$ cat src/rtl/simd_pe_pkg.sv
package simd_pe_pkg;
  typedef enum logic [3:0] {
    OP_NOP   = 4'd0,
    OP_SHIN  = 4'd1,
    OP_MOV   = 4'd2,
    OP_ADD   = 4'd3,
    OP_CLRA  = 4'd4,
    OP_MACB  = 4'd5,
    OP_MACW  = 4'd6,
    OP_SHRA  = 4'd7,
    OP_AND   = 4'd8,
    OP_OR    = 4'd9,
    OP_XOR   = 4'd10,
    OP_STA   = 4'd11,
    OP_CMPGE = 4'd12,
    OP_OUT   = 4'd13,
    OP_LD    = 4'd14,
    OP_ST    = 4'd15
  } pe_op_e;

  typedef enum logic [1:0] {
    LU_PASS = 2'd0,
    LU_AND  = 2'd1,
    LU_OR   = 2'd2,
    LU_XOR  = 2'd3
  } lu_fn_e;
endpackage

$ cat src/rtl/pe_regfile.sv
module pe_regfile #(
  parameter int NREG = 32,
  parameter int DW   = 16,
  localparam int RW  = $clog2(NREG)
) (
  input  logic          clk_i,
  input  logic          rst_ni,
  input  logic          we_i,
  input  logic [RW-1:0] waddr_i,
  input  logic [DW-1:0] wdata_i,
  input  logic [RW-1:0] raddr_a_i,
  input  logic [RW-1:0] raddr_b_i,
  input  logic [RW-1:0] raddr_c_i,
  output logic [DW-1:0] rdata_a_o,
  output logic [DW-1:0] rdata_b_o,
  output logic [DW-1:0] rdata_c_o
);
  logic [DW-1:0] regs_q [NREG];

  for (genvar g = 0; g < NREG; g++) begin : g_reg
    always_ff @(posedge clk_i or negedge rst_ni) begin
      if (!rst_ni)                                  regs_q[g] <= '0;
      else if (we_i && waddr_i == RW'(g))           regs_q[g] <= wdata_i;
    end
  end

  assign rdata_a_o = regs_q[raddr_a_i];
  assign rdata_b_o = regs_q[raddr_b_i];
  assign rdata_c_o = regs_q[raddr_c_i];
endmodule

$ cat src/rtl/pe_mul.sv
// Signed narrow-by-wide multiplier, one product per clock.
module pe_mul #(
  parameter int NW = 9,
  parameter int WW = 16,
  localparam int PW = NW + WW
) (
  input  logic [NW-1:0] a_i,
  input  logic [WW-1:0] b_i,
  output logic [PW-1:0] p_o
);
  logic signed [PW-1:0] prod;
  always_comb prod = PW'($signed(a_i)) * PW'($signed(b_i));
  assign p_o = prod;
endmodule

$ cat src/rtl/pe_logic.sv
module pe_logic
  import simd_pe_pkg::*;
#(
  parameter int DW = 16
) (
  input  lu_fn_e        fn_i,
  input  logic [DW-1:0] a_i,
  input  logic [DW-1:0] b_i,
  output logic [DW-1:0] y_o
);
  always_comb begin
    unique case (fn_i)
      LU_AND:  y_o = a_i & b_i;
      LU_OR:   y_o = a_i | b_i;
      LU_XOR:  y_o = a_i ^ b_i;
      default: y_o = a_i;
    endcase
  end
endmodule

$ cat src/rtl/simd_pe_node.sv
module simd_pe_node
  import simd_pe_pkg::*;
#(
  parameter int NREG = 32,
  parameter int DW   = 16,
  parameter int AW   = 32,
  parameter int BW   = 8,
  parameter int IDW  = 6,
  parameter int MAW  = 10,
  localparam int RW  = $clog2(NREG),
  localparam int NW  = BW + 1,
  localparam int PW  = NW + DW
) (
  input  logic           clk_i,
  input  logic           rst_ni,
  input  logic [3:0]     op_i,
  input  logic [RW-1:0]  rd_i,
  input  logic [RW-1:0]  ra_i,
  input  logic [RW-1:0]  rb_i,
  input  logic [BW-1:0]  bus_in_i,
  input  logic [IDW-1:0] node_id_i,
  input  logic [IDW-1:0] sel_id_i,
  output logic [BW-1:0]  out_bus_o,
  output logic           out_valid_o,
  output logic [MAW-1:0] mem_addr_o,
  output logic [DW-1:0]  mem_wdata_o,
  output logic           mem_we_o,
  input  logic [DW-1:0]  mem_rdata_i
);
  pe_op_e op_eff;
  logic          flag_q, busy_q;
  logic [DW-1:0] hold_a_q, hold_b_q;
  logic [AW-1:0] acc_q, acc_d;
  logic          acc_we, rf_we;
  logic [DW-1:0] ra_v, rb_v, rd_v, rf_wdata, lu_y;
  logic [NW-1:0] mul_a;
  logic [DW-1:0] mul_b;
  logic [PW-1:0] mul_p;
  logic [AW-1:0] prod_ext;
  lu_fn_e        lu_fn;
  logic [BW-1:0] out_d;
  logic          out_valid_q;
  logic [BW-1:0] out_q;

  // second clock of a wide multiply swallows the incoming instruction
  assign op_eff = busy_q ? OP_NOP : pe_op_e'(op_i);

  pe_regfile #(.NREG(NREG), .DW(DW)) u_rf (
    .clk_i, .rst_ni,
    .we_i(rf_we), .waddr_i(rd_i), .wdata_i(rf_wdata),
    .raddr_a_i(ra_i), .raddr_b_i(rb_i), .raddr_c_i(rd_i),
    .rdata_a_o(ra_v), .rdata_b_o(rb_v), .rdata_c_o(rd_v)
  );

  always_comb begin
    if (busy_q)               mul_a = {hold_b_q[DW-1], hold_b_q[DW-1 -: BW]};
    else if (op_eff == OP_MACW) mul_a = {1'b0, rb_v[BW-1:0]};
    else                      mul_a = {1'b0, bus_in_i};
    mul_b = busy_q ? hold_a_q : ra_v;
  end

  pe_mul #(.NW(NW), .WW(DW)) u_mul (.a_i(mul_a), .b_i(mul_b), .p_o(mul_p));

  always_comb begin
    prod_ext = AW'($signed(mul_p));
    if (busy_q) prod_ext = prod_ext << BW;
  end

  always_comb begin
    unique case (op_eff)
      OP_AND:  lu_fn = LU_AND;
      OP_OR:   lu_fn = LU_OR;
      OP_XOR:  lu_fn = LU_XOR;
      default: lu_fn = LU_PASS;
    endcase
  end

  pe_logic #(.DW(DW)) u_lu (.fn_i(lu_fn), .a_i(ra_v), .b_i(rb_v), .y_o(lu_y));

  always_comb begin
    acc_d  = acc_q;
    acc_we = 1'b0;
    if (busy_q) begin
      acc_d  = acc_q + prod_ext;
      acc_we = 1'b1;
    end else begin
      unique case (op_eff)
        OP_ADD:  begin acc_d = acc_q + AW'($signed(ra_v)); acc_we = flag_q; end
        OP_CLRA: begin acc_d = '0;                         acc_we = flag_q; end
        OP_MACB,
        OP_MACW: begin acc_d = acc_q + prod_ext;           acc_we = flag_q; end
        OP_SHRA: begin acc_d = $signed(acc_q) >>> rb_i;    acc_we = flag_q; end
        default: ;
      endcase
    end
  end

  always_comb begin
    rf_wdata = lu_y;
    rf_we    = 1'b0;
    unique case (op_eff)
      OP_SHIN: begin rf_wdata = {rd_v[DW-BW-1:0], bus_in_i}; rf_we = flag_q; end
      OP_LD:   begin rf_wdata = mem_rdata_i;                 rf_we = flag_q; end
      OP_STA:  begin rf_wdata = acc_q[DW-1:0];               rf_we = flag_q; end
      OP_MOV, OP_AND, OP_OR, OP_XOR: rf_we = flag_q;
      default: ;
    endcase
  end

  always_comb begin
    if (rb_i[2]) out_d = rb_i[0] ? ra_v[DW-1 -: BW] : ra_v[BW-1:0];
    else         out_d = acc_q[rb_i[1:0]*BW +: BW];
  end

  always_ff @(posedge clk_i or negedge rst_ni) begin
    if (!rst_ni) begin
      acc_q       <= '0;
      flag_q      <= 1'b1;
      busy_q      <= 1'b0;
      hold_a_q    <= '0;
      hold_b_q    <= '0;
      out_valid_q <= 1'b0;
      out_q       <= '0;
    end else begin
      if (acc_we) acc_q <= acc_d;
      if (op_eff == OP_CMPGE) flag_q <= $signed(ra_v) >= $signed(rb_v);
      busy_q <= (op_eff == OP_MACW) && flag_q;
      if (op_eff == OP_MACW) begin
        hold_a_q <= ra_v;
        hold_b_q <= rb_v;
      end
      out_valid_q <= (op_eff == OP_OUT) && (sel_id_i == node_id_i);
      if ((op_eff == OP_OUT) && (sel_id_i == node_id_i)) out_q <= out_d;
    end
  end

  assign out_bus_o   = out_valid_q ? out_q : '0;
  assign out_valid_o = out_valid_q;
  assign mem_addr_o  = ra_v[MAW-1:0];
  assign mem_wdata_o = rd_v;
  assign mem_we_o    = flag_q && (op_eff == OP_ST);
endmodule

$ cat config.mk
export PLATFORM = sky130hd
export DESIGN_NAME = simd_pe_node
export DESIGN_NICKNAME = d
export VERILOG_FILES = /design/src/rtl/simd_pe_pkg.sv /design/src/rtl/pe_regfile.sv /design/src/rtl/pe_mul.sv /design/src/rtl/pe_logic.sv /design/src/rtl/simd_pe_node.sv
export SDC_FILE = /design/constraint.sdc
export NUM_CORES = 2
export LEC_CHECK = 0
export BUFFER_PORTS_ARGS = -buffer_cell sky130_fd_sc_hd__buf_2
export CAP_MARGIN = 20
export CORE_ASPECT_RATIO = 0.8
export CORE_MARGIN = 1.5
export CORE_UTILIZATION = 40
export DETAILED_ROUTE_END_ITERATION = 8
export PLACE_DENSITY = 0.56
export SYNTH_ARGS = -nofsm -noshare
export SYNTH_HDL_FRONTEND = slang
export SYNTH_SLANG_ARGS = --single-unit
$ cat constraint.sdc
create_clock -name clk_i -period 8.6 [get_ports clk_i]
set_input_delay 0.86 -clock clk_i [delete_from_list [all_inputs] [get_ports clk_i]]
set_output_delay 0.86 -clock clk_i [all_outputs]
set_load 0.005 [all_outputs]
# After elaboration in Yosys (flattened, before gate mapping)
# Index checks and enable logic that the tools add are counted.
dict set report word_totals {
  ff_bits 587
  input_bits 57
  out_inout_bits 36
  wordCells 170
}
dict set report classes {
  n_addsub 2
  mul 1
  order_cmp 4
  n_eq_ne 50
  shift 2
  mux 25
  n_bitwise 6
  n_reduce_logical 41
}
# operator n
set ops {}
lappend ops {{$bmux W16 S5} 3}
lappend ops {{$pmux W32 S4} 1}
lappend ops {{$mux W16} 7}
lappend ops {{$pmux W16 S3} 2}
lappend ops {{$eq A5 B5 Y1 const B} 16}
lappend ops {{$add A32 B32 Y32} 2}
lappend ops {{$mux W32} 2}
lappend ops {{$eq A5 B4 Y1 const B} 8}
lappend ops {{$logic_and A1 B1 Y1} 35}
lappend ops {{$eq A4 B4 Y1 const B} 8}
lappend ops {{$mux W8} 4}
lappend ops {{$shiftx A32 B6 Y8} 1}
lappend ops {{$sshr A32 B5 Y32} 1}
lappend ops {{$mul A9 B16 Y25} 1}
lappend ops {{$eq A5 B3 Y1 const B} 4}
lappend ops {{$ge A6 B6 Y1 const B} 3}
lappend ops {{$not A5 Y6} 3}
lappend ops {{$and A16 B16 Y16} 1}
lappend ops {{$eq A4 B3 Y1 const B} 4}
lappend ops {{$ge A16 B16 Y1} 1}
lappend ops {{$or A16 B16 Y16} 1}
lappend ops {{$xor A16 B16 Y16} 1}
lappend ops {{$eq A5 B2 Y1 const B} 2}
lappend ops {{$mux W9} 1}
lappend ops {{other kinds (15)} 19}

# Logic depth before layout (Yosys ltp)
dict set report depth {
  ltp_word 11
  mapped_depth 43
  depth_no_buf 41
}

# Hierarchy
# A second synthesis with hierarchy kept.
dict set report hier_totals {
  cells_unflattened 4769
  hier_area_um2 48565.3
}
# module n_inst cells_per_inst area_per_inst_um2 seq_area_each_um2
set modules_own_cells {}
lappend modules_own_cells {pe_regfile 1 2869 32640.1 12812.3}
lappend modules_own_cells {simd_pe_node 1 1290 10068.4 1677.9}
lappend modules_own_cells {pe_mul 1 510 4837.1 0.0}
lappend modules_own_cells {pe_logic 1 100 1019.7 0.0}

# Least setup slack after synthesis
# Ideal clock, no wire load.
dict set report synth_path {
  path_kind {input -> register}
  from {input rb_i[0]}
  to {register acc_q[31]}
  setup_time_ns 0.083
  t_arrival_ns 10.449
  t_required_ns 8.517
  setup_slack_ns -1.931
  path_stages 40
  path_buffers 4
  cell_sequence {clkbuf_1 -> buf_2 -> buf_2 -> mux4_2 -> mux4_2 -> mux2i_1 -> a211oi_1 -> a21oi_1 -> clkbuf_1 -> nor2_1 -> fa_1 -> fa_1 -> inv_1 -> fa_1 -> inv_1 -> fa_1 -> fa_1 -> ha_1 -> [4 not listed] -> a21o_1 -> a21o_1 -> a21o_1 -> a211oi_1 -> a211oi_1 -> mux2_2 -> ha_1 -> nand2_1 -> o21ai_0 -> o21ai_0 -> o2111ai_1 -> a221oi_1 -> a31oi_1 -> a221o_1 -> a21oi_1 -> xnor2_1 -> o311a_1 -> o22ai_1}
}
dict set report synth_between {
  elab_chain_len 11
  word_cells_on_any_way 12
  classes_between {add/sub: 1; mul: 1; shift: 1; mux: 8; bitwise: 1}
}
# item line
set synth_rtl {}
lappend synth_rtl {{from (decl)} simd_pe_node.sv:19} ;# input logic [RW-1:0] rb_i,
lappend synth_rtl {{$not A5 Y6 (implied by the code)} pe_regfile.sv:28} ;# assign rdata_b_o = regs_q[raddr_b_i];
lappend synth_rtl {{$bmux W16 S5} pe_regfile.sv:28}
lappend synth_rtl {{$mux W16 (implied by the code) (2 in series)} pe_regfile.sv:28}
lappend synth_rtl {{$mux W8} simd_pe_node.sv:57} ;# else if (op_eff == OP_MACW) mul_a = {1'b0, rb_v[BW-1:0]};
lappend synth_rtl {{$mux W9} simd_pe_node.sv:56} ;# if (busy_q) mul_a = {hold_b_q[DW-1], hold_b_q[DW-1 -: BW]};
lappend synth_rtl {{$mul A9 B16 Y25} pe_mul.sv:12} ;# always_comb prod = PW'($signed(a_i)) * PW'($signed(b_i));
lappend synth_rtl {{$mux W32} simd_pe_node.sv:66} ;# if (busy_q) prod_ext = prod_ext << BW;
lappend synth_rtl {{$add A32 B32 Y32} {simd_pe_node.sv:84, simd_pe_node.sv:91}}
lappend synth_rtl {{$pmux W32 S4} simd_pe_node.sv:87} ;# unique case (op_eff)
lappend synth_rtl {{$mux W32 (*)} simd_pe_node.sv:83} ;# if (busy_q) begin
lappend synth_rtl {{to (signal assigned)} simd_pe_node.sv:117} ;# acc_q <= '0;
lappend synth_rtl {{to (signal assigned)} simd_pe_node.sv:125} ;# if (acc_we) acc_q <= acc_d;
lappend synth_rtl {{to (decl)} simd_pe_node.sv:33} ;# logic [AW-1:0] acc_q, acc_d;
# Mark *: on every way between the ends. The rest lies on a longest branch, timed or not. The select of a mux whose other input is x is not followed.
# A chain may end at the register's enable or synchronous reset.

# Final worst setup path
dict set report layout_path {
  from {input ra_i[0]}
  to {register acc_q[31]}
}
dict set report layout_between {
  elab_chain_len 10
  word_cells_on_any_way 11
  classes_between {add/sub: 2; mul: 1; mux: 7; bitwise: 1}
}
# item line
set layout_rtl {}
lappend layout_rtl {{from (decl)} simd_pe_node.sv:18} ;# input logic [RW-1:0] ra_i,
lappend layout_rtl {{$not A5 Y6 (implied by the code) (*)} pe_regfile.sv:27} ;# assign rdata_a_o = regs_q[raddr_a_i];
lappend layout_rtl {{$bmux W16 S5 (*)} pe_regfile.sv:27}
lappend layout_rtl {{$mux W16 (implied by the code) (*) (2 in series)} pe_regfile.sv:27}
lappend layout_rtl {{$mux W16} simd_pe_node.sv:59} ;# mul_b = busy_q ? hold_a_q : ra_v;
lappend layout_rtl {{$mul A9 B16 Y25} pe_mul.sv:12}
lappend layout_rtl {{$mux W32} simd_pe_node.sv:66}
lappend layout_rtl {{$add A32 B32 Y32} {simd_pe_node.sv:84, simd_pe_node.sv:91}}
lappend layout_rtl {{$pmux W32 S4} simd_pe_node.sv:87}
lappend layout_rtl {{$mux W32 (*)} simd_pe_node.sv:83}
# Marks and branches as above.

==> flow_summary.toml <==
[outcome]
outcome = "complete, but fails checks"
violations = "negative setup slack"

[power]
power.density_mw_per_mm2 = 394
p_leak_nw = 24.1
ir_worst_vdd_v = 0.000525
p_total_mw = 21.4

[die]
die_area_mm2 = 0.116
start_util_pct = 40.3
core_mm2 = 0.113
die_h_um = 304
rows = 110
ioPinCount = 93
fp.dieW_um = 380

[critical_path]
crit_slowest_cell = "fa_1"
crit_top_cell = "fa_1"
crit_type = "in -> reg"
critPathRequiredTime_ns = 9.19
cpPeakStageDelay_ns = 0.56
cp-end-kind = "flip-flop"
cp-start-kind = "input pin"
crit_fanout = 13
crit_arrival_ns = 9.71

[final_layout]
nNetsFinal = 4884
stdcell_count = 6107
final_cell_mix = "577 x dfrtp_1, 542 x buf_4, 490 x mux4_2"
area_growth_pct = 19.7
layout-drive-gt1-share_pct = 34.0
final_common_cell = "dfrtp_1"
finalInstanceArea_mm2 = 0.0544

[yosys]
synthCells = 4151
synth-async-reset-ratio_pct = 100
netlist_area_mm2 = 0.0454
synth_warnings = 0
muxShareOfSynthArea_pct = 30.3
synthAdderAreaFrac_pct = 9.82
ys_types = 73
syn_avg_cell_area_um2 = 10.9
ys_seq_area_share_pct = 31.9
synthSimpleGateAreaFrac_pct = 9.34
yosys_most_used_dff = "dfrtp_1"
ys_seq_elements = 579
syn_nets = 4492
synth_compound_area_share_pct = 12.4
yosys.area_share.xor_xnor_pct = 1.41
synth_top_family_by_area = "multiplexers"
synth-edff-count = 0

[run]
max_cap_violations = 0

[clocking]
clkTransAtPathRegs_ns = 0.06
clock_latency_ns = 0.67
h-tree-depth = 3
cts_tree = "built"
cts_buffer_depth = 3
clkSinkCount = 579
cts_buffers = 67
clock-root-buffer = "clkbuf_16"

[global_route]
antenna_found_initial = 10
grt_max_degree = 161
grt-ovfl-total = 0
grt_pass1_wl_um = 253000
grt_pass1_vias = 36700
track_usage_pct = 29.5

[routing]
dr.first_iter.drc_count = 4664
drtPass1Iterations = 6
via_count = 38000
vias_per_cell = 6.22
ant_nets = 0
wl_per_cell_um = 27.9
drc = 0
wl_um = 171000

[hold_path]
hold_class = "in -> async"

[sta]
fmax_ghz = 0.110
finClkSkew_ns = 0.0392
tightest_slew_ns = 1.05
final.setup.tns_ns = -3.11
min_period_over_period_pct = 106
period_needed_ns = 9.13
setup_ws_ns = -0.528
rsz0062_at_grt = "yes"
setup_violations = 9
drv_slew = 0
finalHoldViolCount = 0
slew_headroom_pct = 28.2

[placement]
routabilityCongestion = 0.978
place_area_mm2 = 0.0513
dp_hpwl_um = 122000
dp.cells = 5953
dp_slack_ns = -1.32
port-buffer-count = 92
[path summary, 6_finish.rpt]
path	endpoint	from	cells past startpoint	slack [ns]
min	u_rf.regs_q[399]$_DFFE_PN0P_	rst_ni	1	0.21
min in group clk_i	out_q[4]$_DFFE_PN0P_	out_q[4]$_DFFE_PN0P_	2	0.49
max reg2reg	acc_q[31]$_DFFE_PN0P_	u_rf.regs_q[389]$_DFFE_PN0P_	35	-0.38
max	acc_q[31]$_DFFE_PN0P_	ra_i[0]	37	-0.53
max in group asynchronous	hold_b_q[12]$_DFFE_PN0N_	rst_ni	3	6.38
min reg2reg	out_q[4]$_DFFE_PN0P_	out_q[4]$_DFFE_PN0P_	2	0.49
[sequential cells by signal, indices dropped and copies added, names as in the netlist]
signal,count
hold_a_q,16
busy_q,1
out_valid_o,1
u_rf.regs_q,512
flag_q,1
acc_q,32
hold_b_q,8
out_q,8
[synthesized netlist by cell type (69+ instances only)]
library cell	n	share of area, %
fa_1	121	5.3
clkbuf_1	248	2.0
nand2_1	340	2.8
mux4_2	490	24
ha_1	163	4.5
mux2_2	125	3.1
dfrtp_1	578	32
nor2_1	430	3.6
mux2i_1	69	1.5
a21oi_1	355	3.9
inv_1	169	1.4
o21ai_0	360	4.0
[logic make-up (layout without fill, tap and decap cells)]
family,after synthesis,count (layout)
other,0,4
AO/OA/AOI/OAI,976,976
AND/OR/NAND/NOR,995,995
buffers and inverters,531,971
flip-flops,579,579
multiplexers,713,713
adder cells (fa/ha/maj),284,284
XOR/XNOR,73,73
[where the power goes]
part | internal (mW) | total (mW) | switching [mW]
Sequential | 3.43 | 4.36 | 0.930
Combinational | 7.03 | 14.1 | 7.09
Clock | 1.66 | 2.95 | 1.29
Total | 12.1 | 21.4 | 9.30
[worst max-delay path, delay by kind of cell]
| family | cells | cell delay, ns |
|---|---|---|
| AOI/OAI and AO/OA | 15 | 2.79 |
| adders and majority gates | 7 | 2.70 |
| muxes | 5 | 1.96 |
| buffers and inverters | 5 | 0.78 |
| and+or+nand+nor | 4 | 0.50 |
| xor gates and xnor gates | 1 | 0.09 |
[layer usage]
metal / routed length (µm) / track usage (%) / up-vias
met5: 18 / 0 / -
met1: 74000 / 44.2 / 19300
met4: 5080 / 7.82 / 4
li1: - / - / 16200
met2: 70200 / 40.5 / 2183
met3: 21400 / 9.59 / 323
[cell type report]
type	instances	area, µm²
multi-input combinational	3041	29500
inverter	171	644
fill	10300	58200
tap	1512	1890
clock buffer	95	1950
clock inverter	22	262
antenna	4	10.0
timing repair buffer	683	5580
sequential	579	14500
[timing repair]
action	4_1_cts	5_1_grt
buffers inserted	20	15
hold buffers	0	0
resized for setup	40	57
endpoints found under the setup margin	12	19
pin swaps	28	32
cloned	1	0
[metrics by stage]
step                util (%)  hold slack, ns
finish                  48.3           0.207
CTS                     47.9           0.261
detailed placement      45.6           0.481
global route            48.3           0.274
global placement        45.5           0.469
floorplan                  -           0.442
Note: power is estimated with default switching activity, not from simulation.
